## src/rtl/tps_pkg.sv

```systemverilog
package tps_pkg;
  typedef enum logic [3:0] {
    MODE_SLEEP = 4'b0000,
    MODE_SETUP = 4'b1001,
    MODE_PRBS  = 4'b1010,
    MODE_DATA  = 4'b1011
  } tx_mode_e;

  localparam int unsigned BYTE_W       = 8;
  localparam int unsigned DIBIT_W      = 2;
  localparam int unsigned SYM_PER_BYTE = BYTE_W / DIBIT_W;
  localparam int unsigned LVL_W        = 3;
endpackage

```

## src/rtl/tps_level_map.sv

```systemverilog
module tps_level_map #(
  parameter int unsigned DIBIT_W = 2,
  parameter int unsigned LVL_W   = 3
) (
  input  logic [DIBIT_W-1:0]      dibit_i,
  output logic signed [LVL_W-1:0] level_o
);
  always_comb begin
    unique case (dibit_i)
      2'b01:   level_o = LVL_W'(3);
      2'b00:   level_o = LVL_W'(1);
      2'b10:   level_o = -LVL_W'(1);
      default: level_o = -LVL_W'(3);
    endcase
  end
endmodule

```

## src/rtl/tps_pattern_gen.sv

```systemverilog
module tps_pattern_gen #(
  parameter int unsigned BYTE_W = 8,
  parameter int unsigned IDX_W  = 3
) (
  input  logic              clk,
  input  logic              rst_n,
  input  logic [1:0]        sel_i,
  input  logic              restart_i,
  input  logic              advance_i,
  output logic [BYTE_W-1:0] byte_o
);
  logic [IDX_W-1:0] idx_q, idx_eff, idx_nxt;
  int unsigned      len;

  function automatic logic [7:0] pat_byte(input logic [1:0] s, input logic [IDX_W-1:0] i);
    logic [7:0] b;
    case (s)
      2'd0: b = 8'h5F;
      2'd1: b = (i < IDX_W'(4)) ? 8'h55 : 8'hFF;
      2'd2: b = 8'h55;
      default: begin
        case (i)
          IDX_W'(0): b = 8'h7F;
          IDX_W'(1): b = 8'h7D;
          IDX_W'(2): b = 8'h5D;
          IDX_W'(3): b = 8'hD5;
          IDX_W'(4): b = 8'h7D;
          default:   b = 8'hFD;
        endcase
      end
    endcase
    return b;
  endfunction

  always_comb begin
    case (sel_i)
      2'd1:    len = 8;
      2'd3:    len = 6;
      default: len = 1;
    endcase
    idx_eff = restart_i ? '0 : idx_q;
    byte_o  = BYTE_W'(pat_byte(sel_i, idx_eff));
    idx_nxt = (32'(idx_eff) + 1 >= len) ? '0 : idx_eff + 1'b1;
  end

  always_ff @(posedge clk or negedge rst_n) begin
    if (!rst_n)         idx_q <= '0;
    else if (advance_i) idx_q <= idx_nxt;
  end

  // A one-byte pattern never leaves its first entry
  p_single_byte_pat_r5: assert property (@(posedge clk) disable iff (!rst_n)
    advance_i && (sel_i == 2'd0 || sel_i == 2'd2) |=> idx_q == '0);

  // The six-byte loop wraps after its last byte
  p_six_byte_wrap_r8: assert property (@(posedge clk) disable iff (!rst_n)
    advance_i && !restart_i && sel_i == 2'd3 && idx_q == IDX_W'(5) |=> idx_q == '0);
endmodule

```

## src/rtl/tps_prbs_gen.sv

```systemverilog
module tps_prbs_gen #(
  parameter int unsigned ORDER  = 9,
  parameter int unsigned TAP    = 5,
  parameter int unsigned BYTE_W = 8
) (
  input  logic              clk,
  input  logic              rst_n,
  input  logic              reseed_i,
  input  logic              advance_i,
  output logic [BYTE_W-1:0] byte_o
);
  logic [ORDER-1:0] st_q, st_nxt;

  always_comb begin
    logic [ORDER-1:0] s;
    logic             fb;
    s      = reseed_i ? '1 : st_q;
    byte_o = '0;
    for (int i = 0; i < int'(BYTE_W); i++) begin
      fb                 = s[ORDER-1] ^ s[TAP-1];
      byte_o[BYTE_W-1-i] = fb;
      s                  = {s[ORDER-2:0], fb};
    end
    st_nxt = s;
  end

  always_ff @(posedge clk or negedge rst_n) begin
    if (!rst_n)         st_q <= '1;
    else if (advance_i) st_q <= st_nxt;
  end

  // The all-zero lock-up state is never reached
  p_lfsr_live_r9: assert property (@(posedge clk) disable iff (!rst_n)
    st_q != '0);
endmodule

```

## src/rtl/tx_pattern_src.sv

```systemverilog
module tx_pattern_src
  import tps_pkg::*;
#(
  parameter int unsigned PRBS_ORDER = 9,
  parameter int unsigned PRBS_TAP   = 5
) (
  input  logic                    clk,
  input  logic                    rst_n,
  input  logic [3:0]              mode_i,
  input  logic [1:0]              pat_sel_i,
  input  logic                    sym_stb_i,
  input  logic [BYTE_W-1:0]       fifo_data_i,
  input  logic                    fifo_valid_i,
  output logic                    fifo_ready_o,
  input  logic                    underrun_clr_i,
  output logic [DIBIT_W-1:0]      dibit_o,
  output logic signed [LVL_W-1:0] level_o,
  output logic                    sym_valid_o,
  output logic                    underrun_o
);
  localparam int unsigned IDX_W  = $clog2(SYM_PER_BYTE);
  localparam int unsigned HOLD_W = BYTE_W - DIBIT_W;

  logic [IDX_W-1:0]        idx_q;
  logic [HOLD_W-1:0]       hold_q;
  logic [3:0]              act_mode_q;
  logic [1:0]              act_sel_q;
  logic [DIBIT_W-1:0]      dibit_q, dibit_nxt;
  logic signed [LVL_W-1:0] level_q, level_nxt;
  logic                    valid_q, underrun_q;

  logic              boundary, stb_bnd, tx_mode, emit_new, emit_mid;
  logic              is_setup, is_prbs, is_data, restart_pat, underrun_ev;
  logic [BYTE_W-1:0] pat_byte, prbs_byte, new_byte;

  always_comb begin
    boundary    = (idx_q == '0);
    stb_bnd     = sym_stb_i && boundary;
    is_setup    = (mode_i == MODE_SETUP);
    is_prbs     = (mode_i == MODE_PRBS);
    is_data     = (mode_i == MODE_DATA);
    tx_mode     = is_setup || is_prbs || is_data;
    restart_pat = (act_mode_q != mode_i) || (act_sel_q != pat_sel_i);
    fifo_ready_o = stb_bnd && is_data;
    underrun_ev = fifo_ready_o && !fifo_valid_i;
    emit_new    = stb_bnd && tx_mode;
    emit_mid    = sym_stb_i && !boundary;
    if (is_setup)          new_byte = pat_byte;
    else if (is_prbs)      new_byte = prbs_byte;
    else if (fifo_valid_i) new_byte = fifo_data_i;
    else                   new_byte = '0;
    dibit_nxt = emit_mid ? hold_q[HOLD_W-1 -: DIBIT_W]
                         : new_byte[BYTE_W-1 -: DIBIT_W];
  end

  tps_pattern_gen #(.BYTE_W(BYTE_W), .IDX_W(3)) u_pat (
    .clk       (clk),
    .rst_n     (rst_n),
    .sel_i     (pat_sel_i),
    .restart_i (restart_pat),
    .advance_i (stb_bnd && is_setup),
    .byte_o    (pat_byte)
  );

  tps_prbs_gen #(.ORDER(PRBS_ORDER), .TAP(PRBS_TAP), .BYTE_W(BYTE_W)) u_prbs (
    .clk       (clk),
    .rst_n     (rst_n),
    .reseed_i  (act_mode_q != MODE_PRBS),
    .advance_i (stb_bnd && is_prbs),
    .byte_o    (prbs_byte)
  );

  tps_level_map #(.DIBIT_W(DIBIT_W), .LVL_W(LVL_W)) u_map (
    .dibit_i (dibit_nxt),
    .level_o (level_nxt)
  );

  always_ff @(posedge clk or negedge rst_n) begin
    if (!rst_n) begin
      idx_q      <= '0;
      hold_q     <= '0;
      act_mode_q <= MODE_SLEEP;
      act_sel_q  <= '0;
      dibit_q    <= '0;
      level_q    <= '0;
      valid_q    <= 1'b0;
      underrun_q <= 1'b0;
    end else begin
      valid_q <= emit_new || emit_mid;
      if (stb_bnd) begin
        act_mode_q <= mode_i;
        act_sel_q  <= pat_sel_i;
      end
      if (emit_new || emit_mid) begin
        dibit_q <= dibit_nxt;
        level_q <= level_nxt;
      end
      if (emit_new) begin
        hold_q <= new_byte[HOLD_W-1:0];
        idx_q  <= underrun_ev ? '0 : IDX_W'(1);
      end else if (emit_mid) begin
        hold_q <= hold_q << DIBIT_W;
        idx_q  <= (idx_q == IDX_W'(SYM_PER_BYTE - 1)) ? '0 : idx_q + 1'b1;
      end
      if (underrun_ev)         underrun_q <= 1'b1;
      else if (underrun_clr_i) underrun_q <= 1'b0;
    end
  end

  assign dibit_o     = dibit_q;
  assign level_o     = level_q;
  assign sym_valid_o = valid_q;
  assign underrun_o  = underrun_q;

  p_valid_after_strobe_r3: assert property (@(posedge clk) disable iff (!rst_n)
    sym_valid_o |-> $past(sym_stb_i));

  p_level_tag_r4: assert property (@(posedge clk) disable iff (!rst_n)
    sym_valid_o |-> (level_o == (dibit_o == 2'b01 ? 3 : dibit_o == 2'b00 ? 1 :
                                 dibit_o == 2'b10 ? -1 : -3)));

  p_sleep_silent_r2: assert property (@(posedge clk) disable iff (!rst_n)
    sym_stb_i && boundary && !tx_mode |=> !sym_valid_o);

  p_ready_on_boundary_r10: assert property (@(posedge clk) disable iff (!rst_n)
    fifo_ready_o |-> sym_stb_i && is_data && idx_q == '0);

  p_underrun_fill_r11: assert property (@(posedge clk) disable iff (!rst_n)
    $rose(underrun_o) |-> sym_valid_o && dibit_o == '0);

  p_underrun_sticky_r11: assert property (@(posedge clk) disable iff (!rst_n)
    underrun_o && !underrun_clr_i |=> underrun_o);

  p_mode_held_mid_byte_r12: assert property (@(posedge clk) disable iff (!rst_n)
    idx_q != '0 |=> $stable(act_mode_q) && $stable(act_sel_q));
endmodule

```

## config.mk

```make
export PLATFORM = sky130hd
export DESIGN_NAME = tx_pattern_src
export DESIGN_NICKNAME = d
export VERILOG_FILES = /design/src/rtl/tps_pkg.sv /design/src/rtl/tps_level_map.sv /design/src/rtl/tps_pattern_gen.sv /design/src/rtl/tps_prbs_gen.sv /design/src/rtl/tx_pattern_src.sv
export SDC_FILE = /design/constraint.sdc
export NUM_CORES = 1
export LEC_CHECK = 0
export BUFFER_PORTS_ARGS = -buffer_cell sky130_fd_sc_hd__buf_2
export CORE_ASPECT_RATIO = 0.9
export CORE_MARGIN = 4
export CORE_UTILIZATION = 45
export CTS_BUF_LIST = sky130_fd_sc_hd__clkbuf_4
export DETAILED_ROUTE_END_ITERATION = 16
export SLEW_MARGIN = 20
export SYNTH_ARGS = -nofsm -noshare
export SYNTH_HDL_FRONTEND = slang
export SYNTH_SLANG_ARGS = --single-unit
```

## constraint.sdc

```tcl
create_clock -name clk -period 3.3 [get_ports clk]
set_input_delay 0.66 -clock clk [delete_from_list [all_inputs] [get_ports clk]]
set_output_delay 0.66 -clock clk [all_outputs]
set_load 0.01 [all_outputs]
```

* Yosys cells after proc, flatten, opt, wreduce, memory -nomap -nowiden
Index checks and enable logic that the tools add are counted.
Storage, ports and cells: input port bits 19, bits in registers 33, output and inout port bits 8, logic and storage cells 79
Cells by class: equality and inequality tests 16, add/subtract/negate cells 3, reductions and logical operators 20, muxes and demuxes 20, $lt $le $gt $ge 2, bitwise operators 8
Operator list (number):
- $ge 32x4->1 | 1
- $mux 8 | 4
- $pmux 8 s4 | 1
- $pmux 8 s3 | 1
- $eq 4x4->1 const B | 3
- $mux 6 | 2
- $mux 9 | 1
- $pmux 3 s3 | 1
- $eq 2x2->1 const B | 4
- $mux 2 | 4
- $pmux 4 s2 | 1
- $xor 1x1->1 | 8
- $logic_and 1x1->1 | 7
- $eq 3x2->1 const B | 2
- $logic_not 2->1 | 3
- $mux 3 | 2
- $add 3x1->4 const B | 1
- $eq 2x1->1 const B | 2
- $logic_or 1x1->1 | 4
- $ne 4x4->1 | 1
- $ne 4x4->1 const B | 1
- $reduce_bool 2->1 | 2
- $add 3x1->3 const B | 1
- $eq 3x1->1 const B | 1
- 8 further kinds | 11

* Logic depth before layout (Yosys ltp)
word-level depth 11, depth in mapped cells 15, mapped depth without buffers 14

* Hierarchy
A second synthesis with hierarchy kept.
Second synthesis, totals: cells, all modules 245, area, all modules 2344.7 um^2
By module, submodules not included:
- tx_pattern_src | seq. area each 525.5 um^2, instances 1, cells an instance 130, area an instance 1291.2 um^2
- tps_prbs_gen | seq. area each 236.5 um^2, instances 1, cells an instance 56, area an instance 574.3 um^2
- tps_pattern_gen | seq. area each 75.1 um^2, instances 1, cells an instance 52, area an instance 429.2 um^2
- tps_level_map | seq. area each 0.0 um^2, instances 1, cells an instance 7, area an instance 50.0 um^2

* Worst setup path after synthesis
Ideal clock, no wire load.
kind in2reg, start in pat_sel_i[1], end reg u_pat.idx_q[0], arrival 2.927 ns, cell stages on the path 13, required time 3.233 ns, path slack 0.307 ns, buffers on the path 1, library setup time 0.067 ns, cells stage by stage buf_2 xnor2_1 and4_1 and3_1 nand2_1 inv_1 ha_1 ha_1 inv_1 ha_1 a21o_1 a211oi_1 a22o_1
Between the ends: cells in the longest elaborated chain, start to end 6, elaborated cells on any way between the ends 10, those cells by class add/sub (2); order compare (1); eq/ne (3); mux (3); reduce/logical (1)
Ends and longest elaborated chain:
- start, declared | RTL line tx_pattern_src.sv:10 | input logic [1:0] pat_sel_i,
- $ne 2x2->1 | RTL line tx_pattern_src.sv:43 | restart_pat = (act_mode_q != mode_i) || (act_sel_q != pat_sel_i);
- $logic_or 1x1->1 | RTL line tx_pattern_src.sv:43
- $mux 3 | RTL line tps_pattern_gen.sv:41 | idx_eff = restart_i ? '0 : idx_q;
- $add 3x1->4 | RTL line tps_pattern_gen.sv:43 | idx_nxt = (32'(idx_eff) + 1 >= len) ? '0 : idx_eff + 1'b1;
- $ge 32x4->1 | RTL line tps_pattern_gen.sv:43
- $mux 3 (*) | RTL line tps_pattern_gen.sv:43
- end signal, assigned | RTL line tps_pattern_gen.sv:48 | else if (advance_i) idx_q <= idx_nxt;
- end, declared | RTL line tps_pattern_gen.sv:12 | logic [IDX_W-1:0] idx_q, idx_eff, idx_nxt;
Mark *: on every way between the ends. The rest lies on a longest branch, timed or not. A chain may end at the register's enable or synchronous reset.

* Final worst setup path
start in mode_i[3], end reg u_pat.idx_q[0]
Between the ends: cells in the longest elaborated chain, start to end 6, elaborated cells on any way between the ends 9, those cells by class add/sub (2); order compare (1); eq/ne (2); mux (2); reduce/logical (2)
Ends and longest elaborated chain:
- start, declared | RTL line tx_pattern_src.sv:9 | input logic [3:0] mode_i,
- $ne 4x4->1 | RTL line tx_pattern_src.sv:43
- $logic_or 1x1->1 | RTL line tx_pattern_src.sv:43
- $mux 3 | RTL line tps_pattern_gen.sv:41
- $add 3x1->4 | RTL line tps_pattern_gen.sv:43
- $ge 32x4->1 | RTL line tps_pattern_gen.sv:43
- $mux 3 | RTL line tps_pattern_gen.sv:43
Parallel ways exist; a longest one is shown, timed or not.

==> results list <==
- Endpoints failing hold: 0
* Pin count of the biggest net entering global routing: 34
- Int Power: 891 µW
- The routed design has 4680 µm of wire.
- Buffer type at the clock tree root: sky130_fd_sc_hd__clkbuf_4
- Most used cells in the layout excluding fill and tap cells: 41 x sky130_fd_sc_hd__nand2_1, 26 x sky130_fd_sc_hd__buf_2, 24 x sky130_fd_sc_hd__dfrtp_1
- Finish-stage setup viols: 0
* I/O pin count: 27
- STA classifies the critical path endpoint as a flip-flop.
- Of the total power, registers draw 0.465.
- Synth cell types: 48
* DP HPWL: 3570 µm
- The average instance in the mapped netlist occupies 8.84 µm².
* Initial drt markers: 123
* DIE AREA: 5920 µm²
- Max-cap violation count: 0
* Synth area leaders: sky130_fd_sc_hd__dfrtp_1 28%, sky130_fd_sc_hd__dfstp_2 11%, sky130_fd_sc_hd__ha_1 7.6%, sky130_fd_sc_hd__nand2_1 7.2%, sky130_fd_sc_hd__xnor2_1 4.9%
- Drt pass-1 iters: 4
- Post-CTS timing repair inserted 0 buffers for setup.
- Share of total power consumed by net switching: 0.367
* Post-synth EDFFs: 0
* Series of cell instances along the critical path: buf_2 > xnor2_1 > and4_1 > and3_1 > nand2_1 > inv_1 > ha_1 > ha_1 > inv_1 > ha_1 > a21o_1 > a211oi_1 > a22o_1
* Kind of start point of the critical path: input port
- Per-cell via count in the routed design: 5.20
* H-Tree Level Count: 2
- In this run the critical register-to-register path is launched from act_mode_q[3].
- The number of global-route vias before repair was 1667.
- Part of the power in the clock network: 0.157
- Among the stages of the critical path, the cell type that occurs most often is sky130_fd_sc_hd__ha_1.
- Net switching power of the design: 516 µW
- Logic gate share of total power: 0.377
* Worst Max-Slew Pin Slew: 753 ps
* Crit path DAT: 3130 ps
* Power after layout: 1410 µW
- After synthesis the netlist holds a flip-flop and latch count of 33.
* Number of instances in the synthesized netlist: 242
* Yosys warning total: 0
* Ratio of total power to cell area: 599 nW/µm²
- For this run, the top clock speed supported by timing is 349 MHz.
- Max clock buf depth: 2
* Crit-path slowest cell: sky130_fd_sc_hd__a211oi_1
- Top-area cell type share of the netlist area: 0.281
- Max Clock Skew: 6.80 ps
- Of all nets on the critical path, the largest fanout is 5.
- Buffers inserted during clock tree synthesis total 5.
* Relative max-transition margin: 0.498
- Reg-to-Reg End: u_pat.idx_q[0]
- Dominant register cell in the synthesized netlist: sky130_fd_sc_hd__dfrtp_1
- For this run, the total global-route usage over all layers was measured as 0.173.
- The repair_antennas step left the layout with diodes totalling 0.
- Critical Setup Path Class: input port to flip-flop
* Hold bufs inserted after CTS: 0
* Clock tree from TritonCTS: yes
* Area added between synthesis and finish: 9.77%
- Vias post-DR: 1707
- The setup check on the worst reg-to-reg path leaves a slack of 470 ps.
- Antenna violations before repair: 0
* Time the worst path needs with I/O delays and setup: 2870 ps
* Number of routed nets with antenna violations: 0
- The floorplan has 23 rows.
* Pins Over Slew Limit: 0
* Launch point of the critical path: mode_i[3]
- After routing, the total negative slack on setup checks comes to 0 ps.
* Cell area after synthesis: 2140 µm²
- Proportion of synthesized chip area in sequential cells: 0.391
- In this run the vertical extent of the chip is 73.4 µm.
- Leaving out fill and tap cells, the most frequent cell in the layout is sky130_fd_sc_hd__nand2_1.
* Fin crit share: 0.868
* Horizontal die dimension: 80.7 µm
- Of the cells placed in the final design, the portion with a size suffix greater than 1 is 0.222.
- Classification of the worst-slack hold path: input port to asynchronous set/reset pin
- In this run the static leakage power is 0.00108 µW.
- Wire length of the first global-routing pass: 7930 µm
- Proportion of register bits with asynchronous set or reset after synthesis: 1.00
* Cell taking the most area after synthesis: sky130_fd_sc_hd__dfrtp_1
- After clock tree synthesis, the clock-pin slew on the worst setup and hold paths is 110 ps.
- In the final routed layout, each cell accounts on average for 14.3 µm.
* Remaining global-route overflow: 0
* Weighted congestion reported at the end of routability-driven placement: 0.804
- Clock net sink count: 33
- Worst path required time: 3570 ps
* Area of the core region: 4520 µm²
- Status: finished, final reports clean
- # resized after CTS: 0
- Clock latency on the worst-skew pair, taken at its later pin, is 320 ps.
* Reg2Reg Depth: 12
- Unrepaired setup endpoints after global routing: no
* Worst supply voltage drop on vdd: 244 µV
- For this run, the slowest stage of the critical path takes 380 ps.
- After detailed routing, the number of remaining DRC violations is 0.
- At the end of the flow, the number of nets in the layout was 297.
- In this run the tool buffered the top-level ports with 26 buffer cells.
- Post-Synthesis Net Count: 274
* Initial standard-cell utilization of the core: 0.474
## state kept, by name, indices dropped and copies added, names as in the netlist
name         count
u_prbs.st_q      9
hold_q           6
act_mode_q       4
level_o          3
u_pat.idx_q      3
act_sel_q        2
dibit_o          2
idx_q            2
sym_valid_o      1
underrun_o       1
## critical path, delay by kind of cell
family | cells | cell delay, ps
buf+inv | 3 | 280
simple gates | 3 | 590
compound gates | 3 | 710
fa+ha+maj | 3 | 750
xor+xnor | 1 | 140
## kinds of logic after synthesis
family,count (synthesis),synth area share
fa+ha+maj,13,0.0760
flops,33,0.391
mux,5,0.0257
simple gates,92,0.204
xor+xnor,14,0.0643
compound gates,58,0.180
buf+inv,27,0.0585
## worst max-delay path by stage
stage	cells after the start	slack (ps)	endpoint
after detailed placement	13	80	u_pat.idx_q[0]
after floorplan	13	310	u_pat.idx_q[0]
after CTS	13	440	u_pat.idx_q[1]
after global routing	15	250	level_o[1]
after global placement	13	140	u_pat.idx_q[2]
final	13	430	u_pat.idx_q[0]
## cell usage after synthesis (2+ instances only)
cell                         n
sky130_fd_sc_hd__nand2_1    41
sky130_fd_sc_hd__dfrtp_1    24
sky130_fd_sc_hd__nor2_1     16
sky130_fd_sc_hd__o21ai_0    15
sky130_fd_sc_hd__ha_1       13
sky130_fd_sc_hd__inv_1      13
sky130_fd_sc_hd__xnor2_1    12
sky130_fd_sc_hd__nand3_1    11
sky130_fd_sc_hd__a21oi_1     9
sky130_fd_sc_hd__dfstp_2     9
sky130_fd_sc_hd__nand2b_1    6
sky130_fd_sc_hd__and3_1      5
sky130_fd_sc_hd__clkbuf_1    5
sky130_fd_sc_hd__o31ai_1     5
sky130_fd_sc_hd__a31oi_1     4
sky130_fd_sc_hd__buf_2       4
sky130_fd_sc_hd__mux2_2      4
sky130_fd_sc_hd__nor3_1      4
sky130_fd_sc_hd__o22ai_1     4
sky130_fd_sc_hd__a22o_1      3
sky130_fd_sc_hd__a211oi_1    2
sky130_fd_sc_hd__a21o_1      2
sky130_fd_sc_hd__buf_6       2
sky130_fd_sc_hd__inv_2       2
sky130_fd_sc_hd__nand4_1     2
sky130_fd_sc_hd__nand4bb_1   2
sky130_fd_sc_hd__o21ai_2     2
## routing by layer
layer  global-route usage  vias to the layer above  wire (µm)
li1                     -                      892          -
met1                0.253                      773       2380
met2                0.265                       40       2030
met3               0.0355                        2        246
met4               0.0413                        0         24
met5                    0                        -          0
## metrics by stage
step	area (µm²)	instances	hold slack, ps	util	setup slack (ps)
2_1_floorplan	2140	242	364	-	307
3_3_place_gp	2290	320	446	0.508	139
3_5_place_dp	2290	320	456	0.508	84.9
4_1_cts	2350	328	408	0.520	444
5_1_grt	2350	328	432	0.520	254
6_report	2350	328	395	0.520	435
## power by group through the flow
stage          clock network (µW)  logic (µW)  registers [µW]
2_1_floorplan                   0         401             657
4_1_cts                       233         535             655
6_report                      222         531             655
3_5_place_dp                    0         534             663
3_3_place_gp                    0         523             664
5_1_grt                       256         603             673
## final cells by class
class | count | area [µm²]
multi-input combinational | 182 | 1180
inverter | 15 | 56.3
clock inverter | 3 | 17.5
timing repair buffer | 28 | 145
clock buffer | 5 | 37.5
tap | 62 | 77.6
sequential | 33 | 837
fill | 443 | 2170
Note: power is estimated with default switching activity, not from simulation.
